$ cat src/rtl/wta_pkg.sv
package wta_pkg;

    // Occupancy of the two pipeline stages (sum stage, decision stage)
    typedef enum logic [1:0] {
        PIPE_EMPTY = 2'd0,
        PIPE_HEAD  = 2'd1,
        PIPE_FULL  = 2'd2,
        PIPE_TAIL  = 2'd3
    } pipe_state_t;

    // Bits needed to hold n_in terms of w_bits each without wrap
    function automatic int unsigned sum_bits_needed(input int unsigned n_in,
                                                    input int unsigned w_bits);
        return $clog2(n_in * ((1 << w_bits) - 1) + 1);
    endfunction

endpackage

$ cat src/rtl/wta_pipe_ctrl.sv
module wta_pipe_ctrl
    import wta_pkg::*;
(
    input  logic clk,
    input  logic rst_n,
    input  logic in_valid,
    output logic s1_occ,
    output logic s2_occ
);

    pipe_state_t state_q, state_d;

    // State register
    always_ff @(posedge clk) begin
        if (!rst_n) state_q <= PIPE_EMPTY;
        else        state_q <= state_d;
    end

    // Transitions
    always_comb begin
        state_d = state_q;
        unique case (state_q)
            PIPE_EMPTY: state_d = in_valid ? PIPE_HEAD : PIPE_EMPTY;
            PIPE_HEAD:  state_d = in_valid ? PIPE_FULL : PIPE_TAIL;
            PIPE_FULL:  state_d = in_valid ? PIPE_FULL : PIPE_TAIL;
            PIPE_TAIL:  state_d = in_valid ? PIPE_HEAD : PIPE_EMPTY;
            default:    state_d = PIPE_EMPTY;
        endcase
    end

    // Stage occupancy outputs
    always_comb begin
        s1_occ = 1'b0;
        s2_occ = 1'b0;
        unique case (state_q)
            PIPE_EMPTY: begin s1_occ = 1'b0; s2_occ = 1'b0; end
            PIPE_HEAD:  begin s1_occ = 1'b1; s2_occ = 1'b0; end
            PIPE_FULL:  begin s1_occ = 1'b1; s2_occ = 1'b1; end
            PIPE_TAIL:  begin s1_occ = 1'b0; s2_occ = 1'b1; end
            default:    begin s1_occ = 1'b0; s2_occ = 1'b0; end
        endcase
    end


    lat_s1_chk: assert property (@(posedge clk) disable iff (!rst_n)
        in_valid |=> s1_occ);


    lat_s2_chk: assert property (@(posedge clk) disable iff (!rst_n)
        s1_occ |=> s2_occ);


    no_orphan_chk: assert property (@(posedge clk) disable iff (!rst_n)
        !s1_occ |=> !s2_occ);

endmodule

$ cat src/rtl/wta_weight_bank.sv
module wta_weight_bank #(
    parameter int unsigned NUM_IN    = 8,
    parameter int unsigned NUM_SUMS  = 7,
    parameter int unsigned W_BITS    = 8,
    parameter int unsigned CNT_BITS  = 3,
    parameter int unsigned ADDR_BITS = 6
) (
    input  logic                               clk,
    input  logic                               rst_n,
    input  logic                               cfg_we,
    input  logic [ADDR_BITS-1:0]               cfg_addr,
    input  logic [W_BITS-1:0]                  cfg_wdata,
    output logic [NUM_SUMS*NUM_IN*W_BITS-1:0]  weights_flat,
    output logic [CNT_BITS-1:0]                thr_live
);

    localparam int unsigned THR_ADDR = NUM_SUMS * NUM_IN;

    // One coefficient register per (sum, input) slot
    for (genvar s = 0; s < NUM_SUMS; s++) begin : g_sum
        for (genvar i = 0; i < NUM_IN; i++) begin : g_in
            localparam int unsigned SLOT = s * NUM_IN + i;
            logic [W_BITS-1:0] coef_q;
            always_ff @(posedge clk) begin
                if (!rst_n)
                    coef_q <= '0;
                else if (cfg_we && cfg_addr == ADDR_BITS'(SLOT))
                    coef_q <= cfg_wdata;
            end
            assign weights_flat[SLOT*W_BITS +: W_BITS] = coef_q;
        end
    end

    // Rank threshold register
    always_ff @(posedge clk) begin
        if (!rst_n)
            thr_live <= '0;
        else if (cfg_we && cfg_addr == ADDR_BITS'(THR_ADDR))
            thr_live <= cfg_wdata[CNT_BITS-1:0];
    end

endmodule

$ cat src/rtl/wta_sum_stage.sv
module wta_sum_stage #(
    parameter int unsigned NUM_IN   = 8,
    parameter int unsigned NUM_SUMS = 7,
    parameter int unsigned W_BITS   = 8,
    parameter int unsigned SUM_BITS = 12
) (
    input  logic                               clk,
    input  logic                               rst_n,
    input  logic                               load,
    input  logic [NUM_IN-1:0]                  bits,
    input  logic [NUM_SUMS*NUM_IN*W_BITS-1:0]  weights_flat,
    output logic [NUM_SUMS*SUM_BITS-1:0]       sums_flat
);

    for (genvar s = 0; s < NUM_SUMS; s++) begin : g_sum
        logic [SUM_BITS-1:0] acc;
        logic [SUM_BITS-1:0] sum_q;

        // Gated additions only: each set input bit adds its coefficient
        always_comb begin
            acc = '0;
            for (int i = 0; i < NUM_IN; i++) begin
                if (bits[i])
                    acc = acc + SUM_BITS'(weights_flat[(s*NUM_IN+i)*W_BITS +: W_BITS]);
            end
        end

        always_ff @(posedge clk) begin
            if (!rst_n)    sum_q <= '0;
            else if (load) sum_q <= acc;
        end

        assign sums_flat[s*SUM_BITS +: SUM_BITS] = sum_q;


        zero_in_chk: assert property (@(posedge clk) disable iff (!rst_n)
            (load && bits == '0) |=> (sum_q == '0));
    end

endmodule

$ cat src/rtl/wta_rank_stage.sv
module wta_rank_stage #(
    parameter int unsigned NUM_CMP  = 6,
    parameter int unsigned SUM_BITS = 12,
    parameter int unsigned CNT_BITS = 3
) (
    input  logic                              clk,
    input  logic                              rst_n,
    input  logic                              load,
    input  logic [(NUM_CMP+1)*SUM_BITS-1:0]   sums_flat,
    input  logic [CNT_BITS-1:0]               thr,
    output logic                              class_q
);

    localparam int unsigned CAND = NUM_CMP;

    logic [SUM_BITS-1:0] cand;
    logic [CNT_BITS-1:0] beaten;
    logic                decide;

    // Count comparison sums that the candidate reaches or exceeds
    always_comb begin
        cand   = sums_flat[CAND*SUM_BITS +: SUM_BITS];
        beaten = '0;
        for (int j = 0; j < NUM_CMP; j++) begin
            if (cand >= sums_flat[j*SUM_BITS +: SUM_BITS])
                beaten = beaten + CNT_BITS'(1);
        end
        decide = (beaten >= thr);
    end

    always_ff @(posedge clk) begin
        if (!rst_n) class_q <= 1'b0;
        else        class_q <= load ? decide : 1'b0;
    end


    thr_zero_chk: assert property (@(posedge clk) disable iff (!rst_n)
        (load && thr == '0) |=> class_q);


    thr_high_chk: assert property (@(posedge clk) disable iff (!rst_n)
        (load && thr > CNT_BITS'(NUM_CMP)) |=> !class_q);

endmodule

$ cat src/rtl/posw_rank_classifier.sv
module posw_rank_classifier #(
    parameter int unsigned NUM_IN   = 8,
    parameter int unsigned NUM_CMP  = 6,
    parameter int unsigned W_BITS   = 8,
    parameter int unsigned SUM_BITS = 12,
    localparam int unsigned NUM_SUMS  = NUM_CMP + 1,
    localparam int unsigned CNT_BITS  = $clog2(NUM_CMP + 2),
    localparam int unsigned ADDR_BITS = $clog2(NUM_SUMS * NUM_IN + 1)
) (
    input  logic                 clk,
    input  logic                 rst_n,
    input  logic                 cfg_we,
    input  logic [ADDR_BITS-1:0] cfg_addr,
    input  logic [W_BITS-1:0]    cfg_wdata,
    input  logic                 in_valid,
    input  logic [NUM_IN-1:0]    in_bits,
    output logic                 out_valid,
    output logic                 out_class
);

    localparam int unsigned SUM_NEED = wta_pkg::sum_bits_needed(NUM_IN, W_BITS);

    logic [NUM_SUMS*NUM_IN*W_BITS-1:0] weights_flat;
    logic [NUM_SUMS*SUM_BITS-1:0]      sums_flat;
    logic [CNT_BITS-1:0]               thr_live;
    logic [CNT_BITS-1:0]               thr_s1;
    logic                              s1_occ;
    logic                              s2_occ;
    logic                              class_q;

    wta_pipe_ctrl u_ctrl (
        .clk      (clk),
        .rst_n    (rst_n),
        .in_valid (in_valid),
        .s1_occ   (s1_occ),
        .s2_occ   (s2_occ)
    );

    wta_weight_bank #(
        .NUM_IN    (NUM_IN),
        .NUM_SUMS  (NUM_SUMS),
        .W_BITS    (W_BITS),
        .CNT_BITS  (CNT_BITS),
        .ADDR_BITS (ADDR_BITS)
    ) u_bank (
        .clk          (clk),
        .rst_n        (rst_n),
        .cfg_we       (cfg_we),
        .cfg_addr     (cfg_addr),
        .cfg_wdata    (cfg_wdata),
        .weights_flat (weights_flat),
        .thr_live     (thr_live)
    );

    wta_sum_stage #(
        .NUM_IN   (NUM_IN),
        .NUM_SUMS (NUM_SUMS),
        .W_BITS   (W_BITS),
        .SUM_BITS (SUM_BITS)
    ) u_sums (
        .clk          (clk),
        .rst_n        (rst_n),
        .load         (in_valid),
        .bits         (in_bits),
        .weights_flat (weights_flat),
        .sums_flat    (sums_flat)
    );

    // Threshold travels with its input so later writes cannot reach it
    always_ff @(posedge clk) begin
        if (!rst_n)        thr_s1 <= '0;
        else if (in_valid) thr_s1 <= thr_live;
    end

    wta_rank_stage #(
        .NUM_CMP  (NUM_CMP),
        .SUM_BITS (SUM_BITS),
        .CNT_BITS (CNT_BITS)
    ) u_rank (
        .clk       (clk),
        .rst_n     (rst_n),
        .load      (s1_occ),
        .sums_flat (sums_flat),
        .thr       (thr_s1),
        .class_q   (class_q)
    );

    assign out_valid = s2_occ;
    assign out_class = class_q;


    class_quiet_chk: assert property (@(posedge clk) disable iff (!rst_n)
        !out_valid |-> !out_class);


    sum_width_chk: assert property (@(posedge clk) disable iff (!rst_n)
        SUM_BITS >= SUM_NEED);

endmodule

$ cat config.mk
export PLATFORM = sky130hd
export DESIGN_NAME = posw_rank_classifier
export DESIGN_NICKNAME = d
export VERILOG_FILES = /design/src/rtl/wta_pkg.sv /design/src/rtl/wta_pipe_ctrl.sv /design/src/rtl/wta_weight_bank.sv /design/src/rtl/wta_sum_stage.sv /design/src/rtl/wta_rank_stage.sv /design/src/rtl/posw_rank_classifier.sv
export SDC_FILE = /design/constraint.sdc
export NUM_CORES = 2
export LEC_CHECK = 0
export ABC_AREA = 1
export BUFFER_PORTS_ARGS = -buffer_cell sky130_fd_sc_hd__buf_2
export CAP_MARGIN = 10
export CORE_UTILIZATION = 50
export DETAILED_ROUTE_END_ITERATION = 10
export PLACE_DENSITY = 0.71
export SYNTH_ARGS = -nofsm -noshare
export SYNTH_HDL_FRONTEND = slang
export SYNTH_HIERARCHICAL = 1
export SYNTH_SLANG_ARGS = --single-unit
$ cat constraint.sdc
create_clock -name clk -period 17.9 [get_ports clk]
set_input_delay 1.79 -clock clk [delete_from_list [all_inputs] [get_ports clk]]
set_output_delay 1.79 -clock clk [all_outputs]
set_load 0.05 [all_outputs]
==> After elaboration in Yosys (flattened, before gate mapping) <==
Cells that the tools add are included.
{ "classes": {"addsub": 54, "order_cmp": 7, "n_eq_ne": 59, "mux": 67, "n_reduce_logical": 64} }
{ "ops": {"columns": ["cell", "count"], "rows": [
  ["12-bit two-way mux", 49],
  ["12-bit by 8-bit adder with 12-bit output", 42],
  ["6-bit == test (second input constant)", 25],
  ["6-bit by 5-bit == test with 1-bit output (second input constant)", 16],
  ["12-bit >= comparator", 6],
  ["8-bit by 8-bit adder with 9-bit output", 7],
  ["1-bit logical AND", 57],
  ["8-bit two-way mux", 7],
  ["6-bit by 4-bit == test with 1-bit output (second input constant)", 8],
  ["6-bit by 3-bit == test with 1-bit output (second input constant)", 4],
  ["3-bit two-way mux", 5],
  ["3-bit by 1-bit adder with 3-bit output (second input constant)", 4],
  ["6-bit by 2-bit == test with 1-bit output (second input constant)", 2],
  ["2-bit OR reduction", 4],
  ["6-bit by 1-bit == test with 1-bit output (second input constant)", 1],
  ["6-bit zero test", 1],
  ["2-bit == test (second input constant)", 2],
  ["1-bit one-hot mux with 2 select lines", 2],
  ["2-bit one-hot mux with 2 select lines", 1],
  ["3-bit >= comparator", 1],
  ["1-bit two-way mux", 3],
  ["1-bit by 1-bit adder with 2-bit output (second input constant)", 1],
  ["2-bit by 1-bit == test with 1-bit output (second input constant)", 1],
  ["2-bit zero test", 1],
  ["2-bit AND reduction", 1]
]} }
{ "totals": {"register_bits": 541, "in_bits": 26, "output_inout_bits": 2, "word_cells": 318} }

==> Longest topological paths before layout <==
{ "depth": {"word_depth": 15, "mapped_depth": 60, "ltp_nobuf": 56} }

==> Hierarchy <==
Netlist, hierarchy kept.
{ "by_module_without_submodules": {"columns": ["module", "n_inst", "cells_per_inst", "area_each_um2"], "rows": [
  ["wta_sum_stage", 1, 4611, 26693.1],
  ["wta_weight_bank", 1, 2573, 17579.4],
  ["wta_rank_stage", 1, 391, 2304.7],
  ["posw_rank_classifier", 1, 18, 116.4],
  ["wta_pipe_ctrl", 1, 14, 105.1]
]} }

==> Worst setup path after synthesis <==
Ideal clock, no wire load.
{ "synth_path": {"path_kind": "input port to flip-flop", "startpoint": "input port in_bits[0]", "endpoint": "register u_sums.g_sum[0].sum_q[10]", "setup_ns": 0.113, "arrival_ns": 8.928, "t_required_ns": 17.787, "slack_ns": 8.859, "path_stages": 54, "n_path_buf": 4, "path_cell_list": "buf_6 buf_6 buf_4 buf_4 nand2_1 inv_1 ha_1 inv_1 fa_1 inv_1 nand2_1 nand3_1 o21ai_1 ha_1 a21oi_1 nand2_1 xnor2_1 o21ai_1 [18 not listed] nand2_1 inv_1 ha_1 inv_1 o21ai_0 a31oi_1 o21a_1 or2_2 nand3_1 nand2_1 ha_1 nand3_1 a31oi_1 nand3_1 nor2_1 nor2_1 o21ai_1 inv_1"} }
{ "synth_via": {"elab_chain_cells": 15} }
{ "synth_lines": {"columns": ["item", "line", "rtl"], "rows": [
  ["start: declaration", "posw_rank_classifier.sv:16", "input logic [NUM_IN-1:0] in_bits,"],
  ["8-bit two-way mux *", "wta_sum_stage.sv:23", "if (bits[i])"],
  ["8-bit by 8-bit adder with 9-bit output", "wta_sum_stage.sv:24", "acc = acc + SUM_BITS'(weights_flat[(s*NUM_IN+i)*W_BITS +: W_BITS]);"],
  ["12-bit two-way mux *", "wta_sum_stage.sv:23", null],
  ["12-bit by 8-bit adder with 12-bit output", "wta_sum_stage.sv:24", null],
  ["12-bit two-way mux *", "wta_sum_stage.sv:23", null],
  ["12-bit by 8-bit adder with 12-bit output", "wta_sum_stage.sv:24", null],
  ["12-bit two-way mux *", "wta_sum_stage.sv:23", null],
  ["12-bit by 8-bit adder with 12-bit output", "wta_sum_stage.sv:24", null],
  ["12-bit two-way mux *", "wta_sum_stage.sv:23", null],
  ["12-bit by 8-bit adder with 12-bit output", "wta_sum_stage.sv:24", null],
  ["12-bit two-way mux *", "wta_sum_stage.sv:23", null],
  ["12-bit by 8-bit adder with 12-bit output", "wta_sum_stage.sv:24", null],
  ["12-bit two-way mux *", "wta_sum_stage.sv:23", null],
  ["12-bit by 8-bit adder with 12-bit output", "wta_sum_stage.sv:24", null],
  ["12-bit two-way mux *", "wta_sum_stage.sv:23", null],
  ["end signal: assignment", "wta_sum_stage.sv:29", "if (!rst_n) sum_q <= '0;"],
  ["end signal: assignment", "wta_sum_stage.sv:30", "else if (load) sum_q <= acc;"],
  ["end: declaration", "wta_sum_stage.sv:17", "logic [SUM_BITS-1:0] sum_q;"]
]} }
Every way passes the cells marked *; elsewhere a longest branch is shown, timed or not.
A chain may end at the register's enable or synchronous reset.

==> Worst setup path in the final report <==
{ "layout_path": {"startpoint": "input port in_bits[0]", "endpoint": "register u_sums.g_sum[6].sum_q[10]"} }
{ "layout_via": {"elab_chain_cells": 15} }
{ "layout_lines": {"columns": ["item", "line"], "rows": [
  ["8-bit two-way mux *", "wta_sum_stage.sv:23"],
  ["8-bit by 8-bit adder with 9-bit output", "wta_sum_stage.sv:24"],
  ["12-bit two-way mux *", "wta_sum_stage.sv:23"],
  ["12-bit by 8-bit adder with 12-bit output", "wta_sum_stage.sv:24"],
  ["12-bit two-way mux *", "wta_sum_stage.sv:23"],
  ["12-bit by 8-bit adder with 12-bit output", "wta_sum_stage.sv:24"],
  ["12-bit two-way mux *", "wta_sum_stage.sv:23"],
  ["12-bit by 8-bit adder with 12-bit output", "wta_sum_stage.sv:24"],
  ["12-bit two-way mux *", "wta_sum_stage.sv:23"],
  ["12-bit by 8-bit adder with 12-bit output", "wta_sum_stage.sv:24"],
  ["12-bit two-way mux *", "wta_sum_stage.sv:23"],
  ["12-bit by 8-bit adder with 12-bit output", "wta_sum_stage.sv:24"],
  ["12-bit two-way mux *", "wta_sum_stage.sv:23"],
  ["12-bit by 8-bit adder with 12-bit output", "wta_sum_stage.sv:24"],
  ["12-bit two-way mux *", "wta_sum_stage.sv:23"],
  ["end signal: assignment", "wta_sum_stage.sv:29"],
  ["end signal: assignment", "wta_sum_stage.sv:30"],
  ["end: declaration", "wta_sum_stage.sv:17"]
]} }
Marks and branches as above.

==> qor.yml <==
ant_nets: 0
synth-seq-area-share: 0.231
whs_path_depth: 2
min_period_over_period: 0.548
pre_cts_ws_ps: 7580
numCtsBuffers: 69
wl_um: 140000
syn_to_final_growth_pct: 6.47
cts.sinks: 541
firstDrtPassIters: 8
rrSetupSlack_ps: 9770
cp.required_ps: 18380
synth_top_area_cell: "dfxtp_1"
post-dp-hpwl_um: 95200
drc: 0
ys.flop_type: "dfxtp_1"
first_iter_violations: 3981
status: "completed"
cts_hold_buf: 0
rsz0062_at_grt: "false"
worstRegToRegCells: 45
core_mm2: 0.0922
tritoncts: "done"
setup_viol: 0
peakVddDrop_v: 0.0000521
antenna_found_initial: 3
cp_max_fo: 63
synth_most_common_cell: "nand2_1"
netlist_area_mm2: 0.0468
worstPathArrival_ps: 10300
cp_slowest_cell: "buf_4"
vias: 47300
hold_end: "u_sums/g_sum[3].sum_q[6]"
syn-num-nets: 8149
core.rowCount: 111
htree_levels: 3
yosys_warnings: 6
grt_pass1_vias: 43800
numPortBuffers: 27
worstHoldStart: "u_sums/g_sum[3].sum_q[6]"
synthTopCellsByArea: "dfxtp_1 (23%), nand2_1 (16%), ha_1 (12%), nor2_1 (9.9%), nand3_1 (8.7%)"
ios: 28
leakage_nw: 24.7
fill_cells: 9313
syn_inst: 7607
fp.dieArea_mm2: 0.0948
ctsLongestPathBuffers: 3
grt_pass1_wl_um: 226000
maxCapViolations: 0
wl_per_cell_um: 16.0
p_per_area_mw_per_mm2: 63.9
layout_min_cycle_time_ps: 9820
power.total_mw: 3.18
setup_ws_ps: 8080
layout-drive-gt1-share: 0.0498
reg2reg_from: "u_bank/g_sum[6].g_in[0].coef_q[0]"
cts_resized: 0
crit_path_end_kind: "flip-flop"
synth.distinct_cells: 48
fmax_ghz: 0.102
clock_skew_ps: 27.4
ys_ff_latch: 541
avgSynthCellArea_um2: 6.15
synth_common_cells: "nand2_1 (1995), nor2_1 (1234), nand3_1 (818), inv_1 (786), dfxtp_1 (541)"
dieWidth_um: 308
path_class: "in2reg"
routed_via_density: 5.42
critPathMaxStageDelay_ps: 620
clock_latency_ps: 630
final_hold_viol_count: 0
fp.dieH_um: 308
r2r-end: "u_sums/g_sum[6].sum_q[10]"
grt_usage: 0.293
nets: 7980
cts_setup_buffers: 0
synth_edf_count: 0
tightest_slew_ps: 1250
relSlewSlack: 0.167
gp_congestion: 0.911
synth_top_cell_area_share: 0.231
synthArstFlopShare: 0
finalSetupTns_ps: 0
grt_max_degree: 98
grt_overflow: 0
start_util: 0.507
cp-start-kind: "input port"
report.final.slew_viol_count: 0
clk_pin_slew_ps: 60
hp-class: "reg2reg"
cts_root_buffer: "clkbuf_16"
-- logic make-up after synthesis --
kind of cell / Yosys count / synth area share
flip-flops: 541 / 0.231
AND/OR/NAND/NOR: 4288 / 0.382
adder cells (fa/ha/maj): 516 / 0.146
AO/OA/AOI/OAI: 929 / 0.108
XOR/XNOR: 215 / 0.0402
buffers and inverters: 1118 / 0.0926
-- how the worst max path moves through the flow --
stage	endpoint	depth (start not counted)	slack (ps)	start
2_1_floorplan	u_sums/g_sum[0].sum_q[10]	54	8860	in_bits[0]
3_3_place_gp	u_sums/g_sum[0].sum_q[10]	52	7700	in_bits[0]
3_5_place_dp	u_sums/g_sum[6].sum_q[10]	47	7580	in_bits[0]
4_1_cts	u_sums/g_sum[6].sum_q[10]	47	8220	in_bits[0]
5_1_grt	u_sums/g_sum[0].sum_q[10]	52	7310	in_bits[0]
6_report	u_sums/g_sum[6].sum_q[10]	47	8080	in_bits[0]
-- where the power goes --
part           leakage (nW)  switching [mW]  total (mW)  internal, mW
combinational          19.2           0.379       0.549         0.170
clock                  1.09           0.581        1.39         0.809
sequential             4.38          0.0187        1.24          1.23
-- placed cells by master (no fill, tap or decap), types with 15 or more instances in the layout --
cell       synthesis  routed
nand2_1         1995    1995
clkinv_2           0      22
nand2_2           65      65
o21ai_0          245     245
or2_2             31      31
nand4_1           38      38
nor3_1            20      20
inv_2             14      17
o21ai_1           96      96
nand3_2           20      20
nand3_1          818     818
o22ai_1           15      15
dfxtp_1          541     541
nor2_1          1234    1223
a21oi_1          410     410
xor2_1           144     144
nand3b_1          19      19
xnor2_1           71      71
a21o_1            24      24
o21bai_1          26      26
buf_2             59      25
clkbuf_16          0      72
a31oi_1           42      42
o21a_1            21      21
buf_4             10      49
clkbuf_8           0      15
o211ai_1          24      24
and2_1            18      18
ha_1             467     467
fa_1              49      49
inv_1            786     776
-- final cells by class --
| cell class | instances | area, um^2 | share of cell area |
|---|---|---|---|
| antenna | 2 | 5.00 | 0.000100 |
| clock buffer | 100 | 2060 | 0.0413 |
| clock inverter | 17 | 133 | 0.00266 |
| inverter | 803 | 3030 | 0.0607 |
| multi-input combinational | 5948 | 31700 | 0.636 |
| sequential | 541 | 10800 | 0.217 |
| tap | 1243 | 1560 | 0.0312 |
| timing repair buffer | 75 | 508 | 0.0102 |
-- worst max-delay path, delay by kind of cell --
kind | cells | cell delay, ps
adder cells (fa/ha/maj) | 8 | 2810
AO/OA/AOI/OAI | 11 | 2230
buffers and inverters | 10 | 1320
AND/OR/NAND/NOR | 13 | 1290
XOR/XNOR | 5 | 800
-- flip-flops by register name, summed over array words and instances (netlist names) --
signal and count:
thr_s1 3, u_bank/g_sum.g_in.coef_q 448, u_bank/thr_live 3, u_ctrl/state_q 2, u_rank/class_q 1, u_sums/g_sum.sum_q 84
-- metrics by stage --
step | std cells | utilization | instance area [um^2] | hold WS, ps
2_1_floorplan | 7607 | - | 46800 | 445
3_3_place_gp | 8610 | 0.517 | 47600 | 454
3_5_place_dp | 8610 | 0.517 | 47600 | 455
4_1_cts | 8727 | 0.540 | 49800 | 464
5_1_grt | 8727 | 0.540 | 49800 | 484
6_report | 8729 | 0.540 | 49800 | 464
-- layer usage --
metal / vias to the layer above / GRT usage / routed length (um)
met5: - / 0 / 0
met4: 0 / 0.0979 / 4290
met3: 253 / 0.0289 / 9080
met2: 1355 / 0.487 / 62300
met1: 21600 / 0.395 / 64400
li1: 24000 / - / -
No activity file was read; power rests on OpenSTA's default activity.
